### src/rtl/wab_pkg.sv
package wab_pkg;

    typedef enum logic [1:0] {
        ST_IDLE  = 2'd0,
        ST_WAIT  = 2'd1,
        ST_DELAY = 2'd2,
        ST_BURST = 2'd3
    } wab_state_e;

    // Launch offset from acknowledge to first valid beat, chosen by port parity.
    function automatic int unsigned launch_gap(input int unsigned port_idx,
                                               input int unsigned even_gap,
                                               input int unsigned odd_gap);
        return (port_idx % 2 == 1) ? odd_gap : even_gap;
    endfunction

endpackage

### src/rtl/wab_linebuf.sv
module wab_linebuf #(
    parameter int unsigned DEPTH = 8,
    parameter int unsigned DW    = 32,
    parameter int unsigned EW    = 7,
    localparam int unsigned IW   = (DEPTH > 1) ? $clog2(DEPTH) : 1
) (
    input  logic          clk,
    input  logic          rst,
    input  logic          we,
    input  logic [IW-1:0] widx,
    input  logic [DW-1:0] wdata,
    input  logic [EW-1:0] wecc,
    input  logic [IW-1:0] ridx,
    output logic [DW-1:0] rdata,
    output logic [EW-1:0] recc
);
    logic [DW-1:0] ent_d [DEPTH];
    logic [EW-1:0] ent_e [DEPTH];

    for (genvar e = 0; e < DEPTH; e++) begin : g_ent
        always_ff @(posedge clk) begin
            if (rst) begin
                ent_d[e] <= '0;
                ent_e[e] <= '0;
            end else if (we && (widx == IW'(e))) begin
                ent_d[e] <= wdata;
                ent_e[e] <= wecc;
            end
        end
    end

    assign rdata = ent_d[ridx];
    assign recc  = ent_e[ridx];
endmodule

### src/rtl/wab_ctrl.sv
module wab_ctrl
    import wab_pkg::*;
#(
    parameter int unsigned BEATS = 8,
    parameter int unsigned GAP   = 6,
    parameter int unsigned AW    = 16,
    localparam int unsigned IW   = (BEATS > 1) ? $clog2(BEATS) : 1,
    localparam int unsigned CW   = $clog2(GAP + 1)
) (
    input  logic          clk,
    input  logic          rst,
    input  logic          start,
    input  logic [AW-1:0] start_addr,
    input  logic          wr_ack,
    output logic          wr_req,
    output logic [AW-1:0] wr_addr,
    output logic          wr_dv,
    output logic [IW-1:0] beat,
    output logic          idle,
    output logic          ack_err
);
    wab_state_e    st;
    logic [CW-1:0] cnt;
    logic [AW-1:0] addr_q;
    logic          err_q;

    always_ff @(posedge clk) begin
        if (rst) begin
            st     <= ST_IDLE;
            cnt    <= '0;
            beat   <= '0;
            addr_q <= '0;
            err_q  <= 1'b0;
        end else begin
            if (wr_ack && (st != ST_WAIT)) begin
                err_q <= 1'b1;
            end
            case (st)
                ST_IDLE: begin
                    if (start) begin
                        addr_q <= start_addr;
                        st     <= ST_WAIT;
                    end
                end
                ST_WAIT: begin
                    if (wr_ack) begin
                        cnt <= CW'(GAP - 1);
                        st  <= ST_DELAY;
                    end
                end
                ST_DELAY: begin
                    if (cnt == CW'(1)) begin
                        beat <= '0;
                        st   <= ST_BURST;
                    end else begin
                        cnt <= cnt - CW'(1);
                    end
                end
                ST_BURST: begin
                    if (beat == IW'(BEATS - 1)) begin
                        st <= ST_IDLE;
                    end else begin
                        beat <= beat + IW'(1);
                    end
                end
                default: st <= ST_IDLE;
            endcase
        end
    end

    assign wr_req  = (st == ST_WAIT);
    assign wr_dv   = (st == ST_BURST);
    assign idle    = (st == ST_IDLE);
    assign wr_addr = addr_q;
    assign ack_err = err_q;
endmodule

### src/rtl/wack_burst_sender.sv
module wack_burst_sender #(
    parameter int unsigned PORT_IDX = 0,
    parameter int unsigned DW       = 32,
    parameter int unsigned EW       = 7,
    parameter int unsigned AW       = 16,
    parameter int unsigned BEATS    = 8,
    parameter int unsigned EVEN_GAP = 6,
    parameter int unsigned ODD_GAP  = 8,
    localparam int unsigned IW      = (BEATS > 1) ? $clog2(BEATS) : 1
) (
    input  logic          clk,
    input  logic          rst,
    input  logic          load_en,
    input  logic [IW-1:0] load_idx,
    input  logic [DW-1:0] load_data,
    input  logic [EW-1:0] load_ecc,
    input  logic          start,
    input  logic [AW-1:0] start_addr,
    output logic          wr_req,
    output logic [AW-1:0] wr_addr,
    input  logic          wr_ack,
    output logic          wr_dv,
    output logic [DW-1:0] wr_data,
    output logic [EW-1:0] wr_ecc,
    output logic          ack_err
);
    localparam int unsigned GAP = wab_pkg::launch_gap(PORT_IDX, EVEN_GAP, ODD_GAP);

    logic          idle;
    logic [IW-1:0] beat;

    wab_ctrl #(.BEATS(BEATS), .GAP(GAP), .AW(AW)) u_ctrl (
        .clk(clk), .rst(rst), .start(start), .start_addr(start_addr),
        .wr_ack(wr_ack), .wr_req(wr_req), .wr_addr(wr_addr), .wr_dv(wr_dv),
        .beat(beat), .idle(idle), .ack_err(ack_err)
    );

    // The buffer is writable only between transfers.
    wab_linebuf #(.DEPTH(BEATS), .DW(DW), .EW(EW)) u_buf (
        .clk(clk), .rst(rst), .we(load_en && idle), .widx(load_idx),
        .wdata(load_data), .wecc(load_ecc), .ridx(beat),
        .rdata(wr_data), .recc(wr_ecc)
    );
endmodule

### config.mk
export PLATFORM = sky130hd
export DESIGN_NAME = wack_burst_sender
export DESIGN_NICKNAME = d
export VERILOG_FILES = /design/src/rtl/wab_pkg.sv /design/src/rtl/wab_linebuf.sv /design/src/rtl/wab_ctrl.sv /design/src/rtl/wack_burst_sender.sv
export SDC_FILE = /design/constraint.sdc
export NUM_CORES = 1
export LEC_CHECK = 0
export BUFFER_PORTS_ARGS = -buffer_cell sky130_fd_sc_hd__buf_2
export CORE_ASPECT_RATIO = 1.1
export CORE_MARGIN = 2
export CORE_UTILIZATION = 50
export CTS_CLUSTER_SIZE = 8
export DETAILED_ROUTE_END_ITERATION = 6
export GPL_TIMING_DRIVEN = 0
export PLACE_DENSITY = 0.72
export SYNTH_ARGS = -nofsm -noshare
export SYNTH_HDL_FRONTEND = slang
export SYNTH_HIERARCHICAL = 1
export SYNTH_SLANG_ARGS = --single-unit
### constraint.sdc
create_clock -name clk -period 4.9 [get_ports clk]
set_clock_uncertainty 0.2 [all_clocks]
set_input_delay 1.47 -clock clk [delete_from_list [all_inputs] [get_ports clk]]
set_output_delay 1.47 -clock clk [all_outputs]
set_load 0.03 [all_outputs]
* Yosys cells after proc, flatten, opt, wreduce, memory -nomap -nowiden
Memories as Yosys holds them, arrays and structs flattened. A register that Yosys moved wholly into a read port is not among the register bits.
Cells that the tools add are included.
** Storage, ports and cells
- Register bits after elaboration :: 25
- RAM bits :: 312
- Output and inout bits :: 58
- Logic and storage cells :: 119
- Memories kept :: 2
** Memory list
- u_buf.ent_d :: words 8, bits a word 32, read ports 1, clocked after Yosys merged registers in 1, wr ports 8, line wab_linebuf.sv:17 : logic [DW-1:0] ent_d [DEPTH];
- u_buf.ent_e :: words 8, bits a word 7, read ports 1, clocked after Yosys merged registers in 1, wr ports 8, line wab_linebuf.sv:18 : logic [EW-1:0] ent_e [DEPTH];
** Operators by class
- Add/sub/neg operators :: 2
- Equal/unequal tests :: 19
- Mux-type cells :: 57
- Bitwise operators :: 16
- Reduce and logical (&&, ||, !) cells :: 18
** Operator list (count)
- 2-to-1 mux 32 bit :: 8
- 2-to-1 mux 7 bit :: 8
- 2-to-1 mux 1 bit :: 26
- 2-to-1 mux 3 bit :: 8
- OR 1 bit :: 16
- equality test 3 bit (second input constant) :: 5
- case mux 3 bit (2 select lines) :: 2
- logical AND 1 bit :: 10
- 2-to-1 mux 2 bit :: 4
- inequality test 2 x 1 -> 1 bit (second input constant) :: 4
- case mux 2 bit (4 select lines) :: 1
- equality test 3 x 1 -> 1 bit (second input constant) :: 2
- equality test 3 x 2 -> 1 bit (second input constant) :: 2
- inequality test 2 bit (second input constant) :: 3
- AND reduction 3 bit :: 2
- equality test 2 bit (second input constant) :: 2
- AND reduction 4 bit :: 1
- nonzero test 2 bit :: 2
- adder 3 x 1 -> 3 bit (second input constant) :: 1
- zero test 3 bit :: 1
- subtractor 3 x 1 -> 3 bit (second input constant) :: 1
- equality test 2 x 1 -> 1 bit (second input constant) :: 1
- zero test 2 bit :: 1
- AND reduction 2 bit :: 1

* Logic depth before layout (Yosys ltp)
- Depth after elaboration :: 7
- Gate-level depth with buffers :: 7
- Depth with buffers taken out :: 6

* Cells and area by module
Netlist, hierarchy kept.
** By module, submodules not included
- wab_linebuf :: times used 1, cells each 887, area an instance 13880.8 sq um, seq. area each 9369.0 sq um
- wab_ctrl :: times used 1, cells each 132, area an instance 1124.8 sq um, seq. area each 500.5 sq um
- wack_burst_sender :: times used 1, cells each 1, area an instance 6.3 sq um, seq. area each 0.0 sq um

* Worst setup path after synthesis
No wires, ideal clock.
- Kind :: input-to-reg
- Start point :: input load_idx[2]
- End point :: memory u_buf.ent_d[1][0], enable pin
- Library setup time :: 444 ps
- Arrival :: 3917 ps
- Path slack :: 339 ps
- Stages :: 4
- Buffers on the path :: 2
- Cell sequence :: or2_1 clkbuf_1 clkbuf_1 o21bai_1
** RTL lines
- start, declared :: line wack_burst_sender.sv:14 : input logic [IW-1:0] load_idx,
- end, declared :: line wab_linebuf.sv:17

==> results.md <==
- Worst reg-to-reg setup slack: 1.93 ns
- # fillers: 2245
- Antenna violations before repair: 0
- Final weighted congestion in routability-driven placement: 0.807
- Clock-pin transition on the worst setup and hold timing paths: 0.05 ns
- Critical path fanouts, max: 10
- Global-route wire length before repair: 61.0 mm
- Combined area of all synthesized cells: ~15000 um^2
- Class of the most critical hold timing path: reg2reg
- Final Max Slew Viols: 0
- Drt total wl: 40.6 mm
- Count of flip-flops with a built-in enable after synthesis: 312
- Data arrival time at the worst-slack endpoint: 2.93 ns
- Overflow left after global routing: 0
- TritonCTS sink count: 337
- Number of global-route vias before repair: 10400
- Clock latency of the later-clocked register in the worst-skew pair: 0.54 ns
- Final critical-path share of the clock period: 0.939
- Core region area: 29600 um^2
- Status: finished clean
- Unrepaired setup endpoints after global routing: false
- Fraction of layout instances using a drive strength above 1: 0.264
- Setup Fix Bufs, Post-CTS: 0
- Most frequently used flop master after synthesis: sky130_fd_sc_hd__edfxtp_1
- TritonCTS buffer count: 48
- H-tree Lvls: 2
- Clock root buffer master: sky130_fd_sc_hd__clkbuf_16
- Chip Height: 186 um
- DP Wirelength: 25.5 mm
- Synth-to-layout area growth: 18.1%
- Routed length per placed instance: about 25 um
- Maximum buffer depth of the clock tree: 3
- Worst setup slack after placement: 0.790 ns
- Top-Level Pins: 121
- Cts repair resizes: 0
- Fraction of registers with async set/reset: 0
- Number of distinct library cells after synthesis: 37
- Initial drt markers: 1007
- Count of TritonRoute iterations in the first routing pass: 5
- Nature of the critical path startpoint: flip-flop
- Mean area per synthesized cell: between 10 and 15 um^2
- Critical path class: reg2out
- Number of warning messages in the yosys log: 6
- # Max-Cap Violations: 0
- Peak supply drop: 0.000315 V
- Worst hold slack after final layout: roughly 0.25 ns
- Syn Inst Count: around 1000
- Post-route standard cell area excluding fillers: 17700 um^2
- Upper clock frequency limit: 0.217 GHz
- Routed vias/inst: 6.26
- Remaining antenna violation count: 0
- Width of the die: 169 um
- Worst Tran Pin Value: ~1.1 ns
- Number of nets in the final layout: 1270
- Min Tclk post-route: 4.60 ns
- Pin count of the biggest net entering global routing: 26
- IO Port Bufs: 120
- Setup violators final: 0
- Aggregate negative setup slack: 0 ns
- Via Count: approximately 10000
- PD cells: 424 nW/um^2
- Critical path endpoint category: output pin
- Most frequent standard cell in the layout excluding fill and tap cells: sky130_fd_sc_hd__nor3_1
- DRC violations left: 0
- DIE AREA: 31400 um^2
- Seq cells post-synth: 337
- Most frequent cells in the layout: sky130_fd_sc_hd__nor3_1 (313), sky130_fd_sc_hd__edfxtp_1 (312), sky130_fd_sc_hd__buf_2 (130)
- Post-synthesis net count: 1091
- Global Route Usage Sum: 0.262
- Final standard cell utilization of the core: 0.600
- Inserted Diodes: 0
- Relative max-transition margin: 0.294
- Number of buffers added to fix hold violations after cts: 0
- Standard-cell rows: 66
- Clock tree from TritonCTS: built
- Reported leakage power: 0.00604 uW
- Initial core utilization: 0.508
- Smallest setup slack after layout: 0.297 ns
- Placed cell areas: roughly 16000 um^2
- Seq/Total Area, Yosys: 0.657
- Required time of the critical path: 3.23 ns
- Final-report hold violation count: 0
==> power breakdown <==
| part | switching [uW] | internal [uW] |
|---|---|---|
| Combinational | 729 | 343 |
| Clock | 1150 | 1840 |
| Sequential | 71.5 | 3380 |
==> final timing paths <==
path                                         from                end  depth (start not counted)
worst max register to register       u_ctrl/st[1]  u_buf/ent_d[3][5]                          7
worst max-delay path               u_ctrl/beat[2]          wr_ecc[0]                          6
worst min-delay path            u_ctrl/wr_addr[2]  u_ctrl/wr_addr[2]                          2
worst min register to register  u_ctrl/wr_addr[2]  u_ctrl/wr_addr[2]                          2
==> registers in the layout, indices dropped and copies added (netlist names) <==
| register | count |
|---|---|
| u_ctrl/wr_addr | 16 |
| u_buf/ent_d | 256 |
| u_ctrl/st | 2 |
| u_buf/ent_e | 56 |
| u_ctrl/ack_err | 1 |
| u_ctrl/beat | 3 |
| u_ctrl/cnt | 3 |
==> critical path: stages, from the launching register on <==
cell and delay (ns):
sky130_fd_sc_hd__dfxtp_1 0.36, sky130_fd_sc_hd__clkbuf_1 0.43, sky130_fd_sc_hd__buf_2 0.38, sky130_fd_sc_hd__buf_2 0.37, sky130_fd_sc_hd__mux4_2 0.39, sky130_fd_sc_hd__mux2_4 0.29, sky130_fd_sc_hd__buf_2 0.18
==> area by class of cell <==
class,instances,area [um^2],share of cell area
clock buffer,69,1320,0.0746
buffer,98,440,0.0248
inverter,45,169,0.00953
clock inverter,2,25.0,0.00141
multi-input combinational,540,4620,0.261
timing repair buffer,129,811,0.0457
sequential,337,9870,0.557
tap,374,468,0.0264
==> Yosys cell counts, types with 6 or more instances <==
cell,instances,area [um^2]
sky130_fd_sc_hd__nor3_1,313,1570
sky130_fd_sc_hd__edfxtp_1,312,9370
sky130_fd_sc_hd__clkbuf_1,79,297
sky130_fd_sc_hd__mux4_2,74,1670
sky130_fd_sc_hd__clkinv_1,39,146
sky130_fd_sc_hd__nand2_1,36,135
sky130_fd_sc_hd__dfxtp_1,25,500
sky130_fd_sc_hd__mux2_4,20,300
sky130_fd_sc_hd__mux2_2,19,214
sky130_fd_sc_hd__a21oi_1,18,90.1
sky130_fd_sc_hd__nor2_1,11,41.3
sky130_fd_sc_hd__buf_2,10,50.1
sky130_fd_sc_hd__ha_1,8,100
sky130_fd_sc_hd__o21bai_1,8,60.1
sky130_fd_sc_hd__inv_1,6,22.5
==> stage by stage <==
| stage | total power [uW] | instances |
|---|---|---|
| 2_1_floorplan | 4180 | 1020 |
| 3_3_place_gp | 4510 | 1514 |
| 3_5_place_dp | 4570 | 1523 |
| 4_1_cts | 7530 | 1594 |
| 5_1_grt | 7750 | 1594 |
| 6_report | 7510 | 1594 |
==> kinds of logic after synthesis <==
kind of cell,Yosys count,share of synthesized area
flip-flops,337,0.657
buffers and inverters,143,0.0406
AND/OR/NAND/NOR,379,0.125
adder cells (fa/ha/maj),8,0.00667
multiplexers,121,0.155
AO/OA/AOI/OAI,32,0.0154
==> layer usage <==
layer | global-route usage | vias up | part of all wire
li1 | - | 4312 | -
met1 | 0.329 | 4924 | 0.36
met2 | 0.444 | 641 | 0.50
met3 | 0.0451 | 105 | 0.096
met4 | 0.125 | 0 | 0.039
met5 | 0 | - | 0
Note: power is estimated with default switching activity, not from simulation.
